==> src/rtl/egs_pkg.sv <==
package egs_pkg;
  localparam int unsigned DEF_SRC   = 4;
  localparam int unsigned DEF_CLS   = 2;
  localparam int unsigned DEF_QW    = 3;
  localparam int unsigned DEF_NW    = 4;
  localparam int unsigned DEF_DEPTH = 16;
  localparam int unsigned DEF_TW    = 8;
  localparam int unsigned DEF_WIN   = 8;

  // (a + b) modulo m, for a, b < m
  function automatic int unsigned wrap_add(int unsigned a, int unsigned b, int unsigned m);
    int unsigned s;
    s = a + b;
    return (s >= m) ? s - m : s;
  endfunction
endpackage

==> src/rtl/egs_req_table.sv <==
module egs_req_table #(
  parameter int unsigned NSRC = 4,
  parameter int unsigned CLW  = 1,
  parameter int unsigned QW   = 3,
  parameter int unsigned NW   = 4,
  localparam int unsigned SW  = $clog2(NSRC)
) (
  input  logic                           clk,
  input  logic                           rst,
  input  logic                           wr_en,
  input  logic [SW-1:0]                  wr_src,
  input  logic [CLW-1:0]                 wr_cls,
  input  logic [QW-1:0]                  wr_q,
  input  logic [NW-1:0]                  wr_cnt,
  input  logic                           clr_en,
  input  logic [SW-1:0]                  clr_src,
  output logic [NSRC-1:0]                pend,
  output logic [NSRC-1:0][CLW-1:0]       cls_tab,
  output logic [NSRC-1:0][QW-1:0]        q_tab,
  output logic [NSRC-1:0][NW-1:0]        cnt_tab
);
  for (genvar i = 0; i < NSRC; i++) begin : g_ent
    logic take;
    assign take = wr_en && (wr_src == SW'(i)) && (wr_cnt != '0) && !pend[i];

    always_ff @(posedge clk) begin
      if (rst)                                pend[i] <= 1'b0;
      else if (clr_en && clr_src == SW'(i))   pend[i] <= 1'b0;
      else if (take)                          pend[i] <= 1'b1;
    end

    // payload fields carry no reset
    always_ff @(posedge clk) begin
      if (take) begin
        cls_tab[i] <= wr_cls;
        q_tab[i]   <= wr_q;
        cnt_tab[i] <= wr_cnt;
      end
    end
  end
endmodule

==> src/rtl/egs_arbiter.sv <==
module egs_arbiter #(
  parameter int unsigned NSRC = 4,
  parameter int unsigned NCLS = 2,
  localparam int unsigned SW  = $clog2(NSRC),
  localparam int unsigned CLW = (NCLS > 1) ? $clog2(NCLS) : 1
) (
  input  logic                     clk,
  input  logic                     rst,
  input  logic [NSRC-1:0]          pend,
  input  logic [NSRC-1:0][CLW-1:0] cls_tab,
  input  logic                     fire,
  output logic                     sel_valid,
  output logic [SW-1:0]            sel_src,
  output logic [CLW-1:0]           sel_cls
);
  logic [NCLS-1:0][SW-1:0] ptr;

  // scan downward so the lowest class and the nearest source win
  always_comb begin
    sel_valid = 1'b0;
    sel_src   = '0;
    sel_cls   = '0;
    for (int c = NCLS - 1; c >= 0; c--) begin
      for (int k = NSRC - 1; k >= 0; k--) begin
        if (pend[egs_pkg::wrap_add(int'(ptr[c]), k, NSRC)] &&
            cls_tab[egs_pkg::wrap_add(int'(ptr[c]), k, NSRC)] == CLW'(c)) begin
          sel_valid = 1'b1;
          sel_src   = SW'(egs_pkg::wrap_add(int'(ptr[c]), k, NSRC));
          sel_cls   = CLW'(c);
        end
      end
    end
  end

  always_ff @(posedge clk) begin
    if (rst)       ptr <= '0;
    else if (fire) ptr[sel_cls] <= SW'(egs_pkg::wrap_add(int'(sel_src), 1, NSRC));
  end
endmodule

==> src/rtl/egs_token_bucket.sv <==
module egs_token_bucket #(
  parameter int unsigned TW  = 8,
  parameter int unsigned WIN = 8,
  localparam int unsigned WW = (WIN > 1) ? $clog2(WIN) : 1
) (
  input  logic          clk,
  input  logic          rst,
  input  logic [TW-1:0] cfg_rate,
  input  logic [TW-1:0] cfg_burst,
  input  logic          use_en,
  input  logic [TW-1:0] use_amt,
  output logic [TW-1:0] tokens
);
  logic [WW-1:0] win_cnt;
  logic          tick;
  int            tok_sum;

  assign tick = (win_cnt == WW'(WIN - 1));

  always_comb begin
    tok_sum = int'(tokens) - (use_en ? int'(use_amt) : 0) + (tick ? int'(cfg_rate) : 0);
    if (tok_sum > int'(cfg_burst)) tok_sum = int'(cfg_burst);
  end

  always_ff @(posedge clk) begin
    if (rst) begin
      win_cnt <= '0;
      tokens  <= '0;
    end else begin
      win_cnt <= tick ? '0 : win_cnt + 1'b1;
      tokens  <= TW'(tok_sum);
    end
  end
endmodule

==> src/rtl/egress_grant_sched.sv <==
module egress_grant_sched #(
  parameter int unsigned NSRC      = egs_pkg::DEF_SRC,
  parameter int unsigned NCLS      = egs_pkg::DEF_CLS,
  parameter int unsigned QW        = egs_pkg::DEF_QW,
  parameter int unsigned NW        = egs_pkg::DEF_NW,
  parameter int unsigned BUF_DEPTH = egs_pkg::DEF_DEPTH,
  parameter int unsigned TOK_W     = egs_pkg::DEF_TW,
  parameter int unsigned WIN       = egs_pkg::DEF_WIN,
  localparam int unsigned SW  = $clog2(NSRC),
  localparam int unsigned CLW = (NCLS > 1) ? $clog2(NCLS) : 1,
  localparam int unsigned RW  = $clog2(BUF_DEPTH + 1)
) (
  input  logic             clk,
  input  logic             rst,
  input  logic             req_valid,
  input  logic [SW-1:0]    req_src,
  input  logic [QW-1:0]    req_queue,
  input  logic [CLW-1:0]   req_cls,
  input  logic [NW-1:0]    req_cnt,
  input  logic             drain_valid,
  input  logic [RW-1:0]    drain_cnt,
  input  logic [TOK_W-1:0] cfg_rate,
  input  logic [TOK_W-1:0] cfg_burst,
  output logic             gnt_valid,
  output logic [SW-1:0]    gnt_src,
  output logic [QW-1:0]    gnt_queue,
  output logic [NW-1:0]    gnt_cnt
);
  logic [NSRC-1:0]          pend;
  logic [NSRC-1:0][CLW-1:0] cls_tab;
  logic [NSRC-1:0][QW-1:0]  q_tab;
  logic [NSRC-1:0][NW-1:0]  cnt_tab;
  logic                     sel_valid, fire;
  logic [SW-1:0]            sel_src;
  logic [CLW-1:0]           sel_cls;
  logic [NW-1:0]            sel_cnt;
  logic [TOK_W-1:0]         tokens;
  logic [RW-1:0]            reserved;
  int                       res_sum;

  egs_req_table #(.NSRC(NSRC), .CLW(CLW), .QW(QW), .NW(NW)) u_table (
    .clk(clk), .rst(rst),
    .wr_en(req_valid), .wr_src(req_src), .wr_cls(req_cls), .wr_q(req_queue), .wr_cnt(req_cnt),
    .clr_en(fire), .clr_src(sel_src),
    .pend(pend), .cls_tab(cls_tab), .q_tab(q_tab), .cnt_tab(cnt_tab)
  );

  egs_arbiter #(.NSRC(NSRC), .NCLS(NCLS)) u_arb (
    .clk(clk), .rst(rst), .pend(pend), .cls_tab(cls_tab), .fire(fire),
    .sel_valid(sel_valid), .sel_src(sel_src), .sel_cls(sel_cls)
  );

  egs_token_bucket #(.TW(TOK_W), .WIN(WIN)) u_bucket (
    .clk(clk), .rst(rst), .cfg_rate(cfg_rate), .cfg_burst(cfg_burst),
    .use_en(fire), .use_amt(TOK_W'(sel_cnt)), .tokens(tokens)
  );

  assign sel_cnt = cnt_tab[sel_src];
  assign fire = sel_valid
             && int'(sel_cnt) <= int'(BUF_DEPTH) - int'(reserved)
             && int'(sel_cnt) <= int'(tokens);

  always_comb begin
    res_sum = int'(reserved) + (fire ? int'(sel_cnt) : 0) - (drain_valid ? int'(drain_cnt) : 0);
    if (res_sum < 0) res_sum = 0;
  end

  always_ff @(posedge clk) begin
    if (rst) begin
      reserved  <= '0;
      gnt_valid <= 1'b0;
      gnt_src   <= '0;
      gnt_queue <= '0;
      gnt_cnt   <= '0;
    end else begin
      reserved  <= RW'(res_sum);
      gnt_valid <= fire;
      if (fire) begin
        gnt_src   <= sel_src;
        gnt_queue <= q_tab[sel_src];
        gnt_cnt   <= sel_cnt;
      end
    end
  end
endmodule

==> config.mk <==
export PLATFORM = sky130hd
export DESIGN_NAME = egress_grant_sched
export DESIGN_NICKNAME = d
export VERILOG_FILES = /design/src/rtl/egs_pkg.sv /design/src/rtl/egs_req_table.sv /design/src/rtl/egs_arbiter.sv /design/src/rtl/egs_token_bucket.sv /design/src/rtl/egress_grant_sched.sv
export SDC_FILE = /design/constraint.sdc
export NUM_CORES = 1
export LEC_CHECK = 0
export BUFFER_PORTS_ARGS = -buffer_cell sky130_fd_sc_hd__buf_2
export CAP_MARGIN = 20
export CELL_PAD_IN_SITES_DETAIL_PLACEMENT = 0
export CELL_PAD_IN_SITES_GLOBAL_PLACEMENT = 1
export CORE_UTILIZATION = 42
export CTS_CLUSTER_DIAMETER = 120
export CTS_CLUSTER_SIZE = 12
export DETAILED_ROUTE_END_ITERATION = 12
export GPL_TIMING_DRIVEN = 0
export PLACE_DENSITY_LB_ADDON = 0.15
export SYNTH_ARGS = -nofsm -noshare
export SYNTH_HDL_FRONTEND = slang
export SYNTH_SLANG_ARGS = --single-unit
==> constraint.sdc <==
create_clock -name clk -period 7.1 [get_ports clk]
set_clock_uncertainty 0.05 [all_clocks]
set_input_delay 1.775 -clock clk [delete_from_list [all_inputs] [get_ports clk]]
set_output_delay 1.775 -clock clk [all_outputs]
set_load 0.01 [all_outputs]
After elaboration in Yosys (flattened, before gate mapping)

Cells that the tools add are included.

Register bits: 66
Bits in latches: 0
Bits in writable memories: 0
ROM bits: 0
Logic and storage cells: 194
Memories kept: 0

Add/sub/neg operators: 22
$mul: 0
Divide/modulo/power cells: 0
Order comparisons: 24
Equality and inequality tests: 7
Shifts and indexed selects: 0
Multiplexer cells: 72
Bitwise logic cells: 4
Reduce and logical (&&, ||, !) cells: 40

Operators by type and width:

| kind                  | number |
|---|---|
| $lt 32x3->1 const B   | 8 |
| $mux 32               | 8 |
| $ge 32x3->1 const B   | 6 |
| $sub 32x3->32 const B | 6 |
| $add 32x9->32         | 1 |
| $add 6x32->32         | 1 |
| $bmux 1 s2            | 16 |
| $gt 32x9->1           | 1 |
| $lt 32x1->1 const B   | 1 |
| $sub 32x6->32         | 1 |
| $sub 9x32->32         | 1 |
| $mux 1                | 28 |
| $logic_and 1x1->1     | 27 |
| $mux 2                | 10 |
| $mux 8                | 2 |
| $add 2x2->3 const B   | 4 |
| $reduce_or 2->1       | 6 |
| $add 2x1->3 const B   | 3 |
| $bmux 4 s2            | 1 |
| $eq 2x2->1 const B    | 4 |
| $le 4x8->1            | 1 |
| $mux 4                | 2 |
| $sub 2x3->4 const B   | 2 |
| $bmux 3 s2            | 1 |
| other kinds (19)      | 28 |

Depth between registers and ports, before layout

Depth after elaboration: 24
Mapped depth: 38
Gate-level depth less buffers: 35

Modules after synthesis

A second synthesis with hierarchy kept.

Cell total of the unflattened synthesis: 422
Area total of the unflattened synthesis: 4300.4 µm²

By module, submodules not included:

| module             | times used | cells each | area each (µm²) | seq. area each (µm²) |
|---|---|---|---|---|
| egs_token_bucket   | 1          | 161        | 1370.1          | 220.2 |
| egress_grant_sched | 1          | 146        | 1353.8          | 300.3 |
| egs_req_table      | 1          | 58         | 1177.4          | 1041.0 |
| egs_arbiter        | 1          | 57         | 399.1           | 80.1 |

Worst setup path after synthesis

OpenSTA, ideal clock, no wires.

Path type: register to register
Start point: register u_table.cls_tab[3] in the netlist's numbering
End point: register u_bucket.tokens[2]
Library setup time: 0.128 ns
Arrival: 6.844 ns
Required time: 6.922 ns
Slack: 0.078 ns
Stages on the path, launching flop included: 33
Path through: edfxtp_1 > a21boi_1 > a221o_1 > nand2_1 > a221o_1 > a41oi_4 > mux4_2 > ha_1 > nor2b_1 > o21a_1 > o21a_1 > o21ai_0 > a21oi_1 > a211oi_1 > buf_2 > nand2_2 > fa_1 > ha_1 > a21o_1 > a21oi_1 > nor2b_1 > o21ai_0 > nor2b_1 > xnor2_1 > ha_1 > a21oi_1 > nor2b_1 > o21ai_0 > nand2b_1 > o22a_1 > o22ai_2 > mux2i_1 > nor2_1

Cells in the longest elaborated chain, start to end: 21
Elaborated cells on any way between the ends: 55
Those cells by class: add/sub: 2; order compare: 3; mux: 36; bitwise: 4; reduce/logical: 10

Ends and longest elaborated chain:

| item                              | RTL line                 | source |
|---|---|---|
| from (decl)                       | egs_req_table.sv:18      | `output logic [NSRC-1:0][CLW-1:0] cls_tab,` |
| from (signal, indexed assignment) | egs_req_table.sv:35      | `cls_tab[i] <= wr_cls;` |
| $bmux 1 s2                        | egs_arbiter.sv:26        | `cls_tab[egs_pkg::wrap_add(int'(ptr[c]), k, NSRC)] == CLW'(c)) begin` |
| $mux 1 (implied by the code)      | egs_arbiter.sv:26        |  |
| $logic_and 1x1->1                 | egs_arbiter.sv:25        | `if (pend[egs_pkg::wrap_add(int'(ptr[c]), k, NSRC)] &&` |
| $mux 2 (7 in series)              | egs_arbiter.sv:25        |  |
| $mux 2 (*)                        | egs_arbiter.sv:25        |  |
| $bmux 4 s2 (*)                    | egress_grant_sched.sv:58 | `assign sel_cnt = cnt_tab[sel_src];` |
| $mux 4 (implied by the code) (*)  | egress_grant_sched.sv:58 |  |
| named net sel_cnt[1]              | egress_grant_sched.sv:36 | `logic [NW-1:0] sel_cnt;` |
| $le 5x6->1                        | egress_grant_sched.sv:60 | `&& int'(sel_cnt) <= int'(BUF_DEPTH) - int'(reserved)` |
| $logic_and 1x1->1                 | egress_grant_sched.sv:60 |  |
| $logic_and 1x1->1                 | egress_grant_sched.sv:61 | `&& int'(sel_cnt) <= int'(tokens);` |
| $mux 4 (*)                        | egs_token_bucket.sv:21   | `tok_sum = int'(tokens) - (use_en ? int'(use_amt) : 0) + (tick ? int'(cfg_rate) : 0);` |
| $sub 9x32->32 (*)                 | egs_token_bucket.sv:21   |  |
| $add 32x9->32 (*)                 | egs_token_bucket.sv:21   |  |
| $gt 32x9->1                       | egs_token_bucket.sv:22   | `if (tok_sum > int'(cfg_burst)) tok_sum = int'(cfg_burst);` |
| $mux 8 (*)                        | egs_token_bucket.sv:22   |  |
| to (signal assigned)              | egs_token_bucket.sv:31   | `tokens <= TW'(tok_sum);` |
| to (decl)                         | egs_token_bucket.sv:12   | `output logic [TW-1:0] tokens` |

The timed path passes the listed nets; every way through them passes the cells marked *. The select of a mux whose other input is x is not followed.
A chain may end at the register's enable or synchronous reset.

Worst setup path after layout

Start point: register u_table.pend[0]
End point: register u_bucket.tokens[2]

Cells in the longest elaborated chain, start to end: 21
Elaborated cells on any way between the ends: 51
Those cells by class: add/sub: 2; order compare: 3; mux: 36; reduce/logical: 10

Ends and longest elaborated chain:

| item                              | RTL line                 | source |
|---|---|---|
| from (decl)                       | egs_req_table.sv:17      | `output logic [NSRC-1:0] pend,` |
| from (signal, indexed assignment) | egs_req_table.sv:27      | `if (rst) pend[i] <= 1'b0;` |
| from (signal, indexed assignment) | egs_req_table.sv:28      | `else if (clr_en && clr_src == SW'(i)) pend[i] <= 1'b0;` |
| from (signal, indexed assignment) | egs_req_table.sv:29      | `else if (take) pend[i] <= 1'b1;` |
| $bmux 1 s2                        | egs_arbiter.sv:25        |  |
| $mux 1 (implied by the code)      | egs_arbiter.sv:25        |  |
| $logic_and 1x1->1                 | egs_arbiter.sv:25        |  |
| $mux 2 (7 in series)              | egs_arbiter.sv:25        |  |
| $mux 2 (*)                        | egs_arbiter.sv:25        |  |
| $bmux 4 s2 (*)                    | egress_grant_sched.sv:58 |  |
| $mux 4 (implied by the code) (*)  | egress_grant_sched.sv:58 |  |
| named net sel_cnt[1]              | egress_grant_sched.sv:36 |  |
| $le 5x6->1                        | egress_grant_sched.sv:60 |  |
| $logic_and 1x1->1                 | egress_grant_sched.sv:60 |  |
| $logic_and 1x1->1                 | egress_grant_sched.sv:61 |  |
| $mux 4 (*)                        | egs_token_bucket.sv:21   |  |
| $sub 9x32->32 (*)                 | egs_token_bucket.sv:21   |  |
| $add 32x9->32 (*)                 | egs_token_bucket.sv:21   |  |
| $gt 32x9->1                       | egs_token_bucket.sv:22   |  |
| $mux 8 (*)                        | egs_token_bucket.sv:22   |  |

Marked as above.

==> impl_metrics.py <==
metrics = {
    "timing": {
        "rsz0062_at_grt": "true",
        "maxSlewHeadroom": 0.3758,
        "fin_crit_sh": 0.9685,
        "finalHoldViolCount": 0,
        "tightest_slew_ps": 929.1,
        "fin_crit_ps": 6876,
        "max_freq_mhz": 145.4,
        "finalSetupViolations": 0,
        "maxSlewViolCount": 0,
    },
    "placed_design": {
        "hpwlAfterDp_um": 6616,
        "portBuffers": 44,
        "placed_area_um2": 4589,
        "gp_congestion": 0.8052,
    },
    "drt": {
        "routed.top_layer": "met4",
        "drtIter0Drc": 45,
        "drt-pass1-iter-count": 4,
        "wl_per_cell_um": 14.02,
        "wl_met3_um": 219,
        "wirelength_um": 8680,
        "wl_met2_um": 4159,
        "antenna_left": 0,
        "drc": 0,
        "via_per_inst": 4.929,
        "m1WireLength_um": 4184,
        "vias": 3051,
    },
    "die": {
        "core-area_um2": 9729,
        "row_count": 36,
        "dieArea_um2": 10360,
        "design.portCount": 45,
        "die_h_um": 101.8,
        "fp.dieW_um": 101.8,
        "initial_core_util": 0.4298,
    },
    "layout": {
        "final_layout_size_suffix_gt1_frac": 0.3086,
        "postLayoutCoreUtil": 0.5319,
        "fin_nets": 568,
        "layout.cells.most_common_list": "58 x inv_1, 44 x buf_2, 39 x ha_1, 33 x nor2_1, 32 x edfxtp_1",
        "mostFrequentLayoutCell": "inv_1",
        "antenna_cells": 0,
        "area_delta_synth_final_pct": 23.76,
        "fin_area_um2": 5175,
    },
    "power_and_ir_drop": {
        "peakVddDrop_mv": 0.4674,
        "leakagePower_nw": 2.191,
        "power_density_nw_per_um2": 491.9,
        "p_total_mw": 2.546,
    },
    "yosys": {
        "synth_nets": 491,
        "syn_area_um2": 4182,
        "seq_area_frac_synth": 0.3926,
        "ys_async_sr_fraction": 0,
        "synth-seq-cells": 66,
        "synth-main-ff-cell": "dfxtp_1",
        "post_synth_num_cell_types": 50,
        "syn_area_per_cell_um2": 10.35,
        "synth_edf_count": 32,
        "ys.warnings.count": 0,
        "synthCells": 404,
    },
    "setup_path": {
        "worst-endpoint-required_ps": 7270,
        "cp_max_fo": 8,
        "crit_buf_inv": 2,
        "arrival_ps": 7040,
        "endpoint_kind": "flip-flop",
        "start_kind": "flip-flop",
        "crit_path_top_delay_cell": "mux4_2",
        "cp_top_family": "compound AO/OA/AOI/OAI gates",
        "critical_path_class": "flip-flop to flip-flop",
        "cpPeakStageDelay_ps": 620,
    },
    "clock_tree": {
        "postCtsHoldBufs": 0,
        "clkSinkCount": 66,
        "cts_tree": "built",
        "cts-htree-levels": 3,
        "root_buffer": "clkbuf_8",
        "clk_pin_slew_ps": 80,
        "numCtsBuffers": 9,
        "cts_buffer_depth": 2,
        "clk_latency_ps": 340,
    },
    "run_status": {
        "status": "finished clean",
    },
    "global_routing": {
        "grt_pass1_wl_um": 13580,
        "antenna_found_initial": 0,
        "grt_pass1_vias": 2772,
        "grt_max_degree": 14,
        "grt_remaining_overflow": 0,
        "grtUsageTotal": 0.1746,
    },
    "job": {
        "maxCapViolCount": 0,
    },
    "worst_hold_path": {
        "hold_path.class": "flip-flop to flip-flop",
    },
}
## cells in the mapped netlist, types with 7 or more instances
library cell / n / area share
inv_1: 60 / 0.054
ha_1: 44 / 0.13
dfxtp_1: 34 / 0.16
nor2_1: 34 / 0.031
edfxtp_1: 32 / 0.23
nor2b_1: 16 / 0.024
mux2i_1: 15 / 0.036
nand2_1: 15 / 0.013
o21ai_0: 14 / 0.017
a21oi_1: 12 / 0.014
nand2b_1: 11 / 0.016
fa_1: 8 / 0.038
mux4_2: 8 / 0.043
nor3_1: 8 / 0.0096
a211oi_1: 7 / 0.013
xnor2_1: 7 / 0.015
## metrics by stage
| step | hold slack (ps) | worst slack (ps) | TNS (ps) | cells |
|---|---|---|---|---|
| after floorplan | 356.6 | 78.46 | 0 | 404 |
| after global placement | 368.6 | -935.2 | -7230 | 581 |
| after detailed placement | 374.0 | -979.1 | -7639 | 583 |
| after CTS | 392.8 | 4.547 | 0 | 613 |
| after global routing | 449.0 | -112.3 | -733.2 | 619 |
| final | 420.9 | 223.7 | 0 | 619 |
## layer usage
| layer | vias to the layer above | GRT usage |
|---|---|---|
| li1 | 1574 | - |
| met1 | 1432 | 0.2409 |
| met2 | 37 | 0.2734 |
| met3 | 8 | 0.03313 |
| met4 | 0 | 0.06243 |
| met5 | - | 0 |
## power by group
part | total, mW | leakage (nW) | switching, mW | internal (mW)
clock network | 0.289 | 0.0822 | 0.160 | 0.129
logic | 1.75 | 1.53 | 0.860 | 0.893
registers | 0.504 | 0.574 | 0.0375 | 0.467
## state kept, by name, indices dropped and copies added, names as in the netlist
register and flops:
u_table.cls_tab 4, u_table.cnt_tab 16, gnt_queue 3, reserved 5, gnt_valid 1, u_bucket.tokens 8, u_table.pend 4, u_table.q_tab 12
gnt_cnt 4, u_bucket.win_cnt 3, u_arb.ptr 4, gnt_src 2
## cell type report
class,instances,area [µm²]
Inverter,61,229.0
Tap cell,133,166.4
Buffer,9,86.33
Clock inverter,7,53.80
Clock buffer,9,123.9
Timing Repair Buffer,67,420.4
Multi-Input combinational cell,267,2447
Fill cell,927,4554
Sequential cell,66,1648
## cell families (layout without fill, tap and decap cells)
logic type                 count (synthesis)  after routing  synth area share
xor gates and xnor gates                  10             10           0.02095
buffers and inverters                     71            153           0.07750
muxes                                     23             23           0.07899
and+or+nand+nor                          114            114            0.1421
DFF                                       66             66            0.3926
adders and majority gates                 52             52            0.1700
AOI/OAI and AO/OA                         68             68            0.1179
## final timing paths
path,from,endpoint,slack [ps],depth (start not counted)
setup / recovery,u_table.pend[0]$_SDFFE_PP0P_,u_bucket.tokens[2]$_SDFF_PP0_,220,33
hold / removal,u_bucket.win_cnt[0]$_SDFF_PP0_,u_bucket.win_cnt[0]$_SDFF_PP0_,420,1
setup reg to reg,u_table.pend[0]$_SDFFE_PP0P_,u_bucket.tokens[2]$_SDFF_PP0_,220,33
hold reg to reg,u_bucket.win_cnt[0]$_SDFF_PP0_,u_bucket.win_cnt[0]$_SDFF_PP0_,420,1
## timing repair
action                                  in CTS  in global routing
pin swaps                                   13                 21
resized for setup                           32                 27
buffers inserted                            15                  6
endpoints found under the setup margin       8                  8
Note: power is estimated with default switching activity, not from simulation.
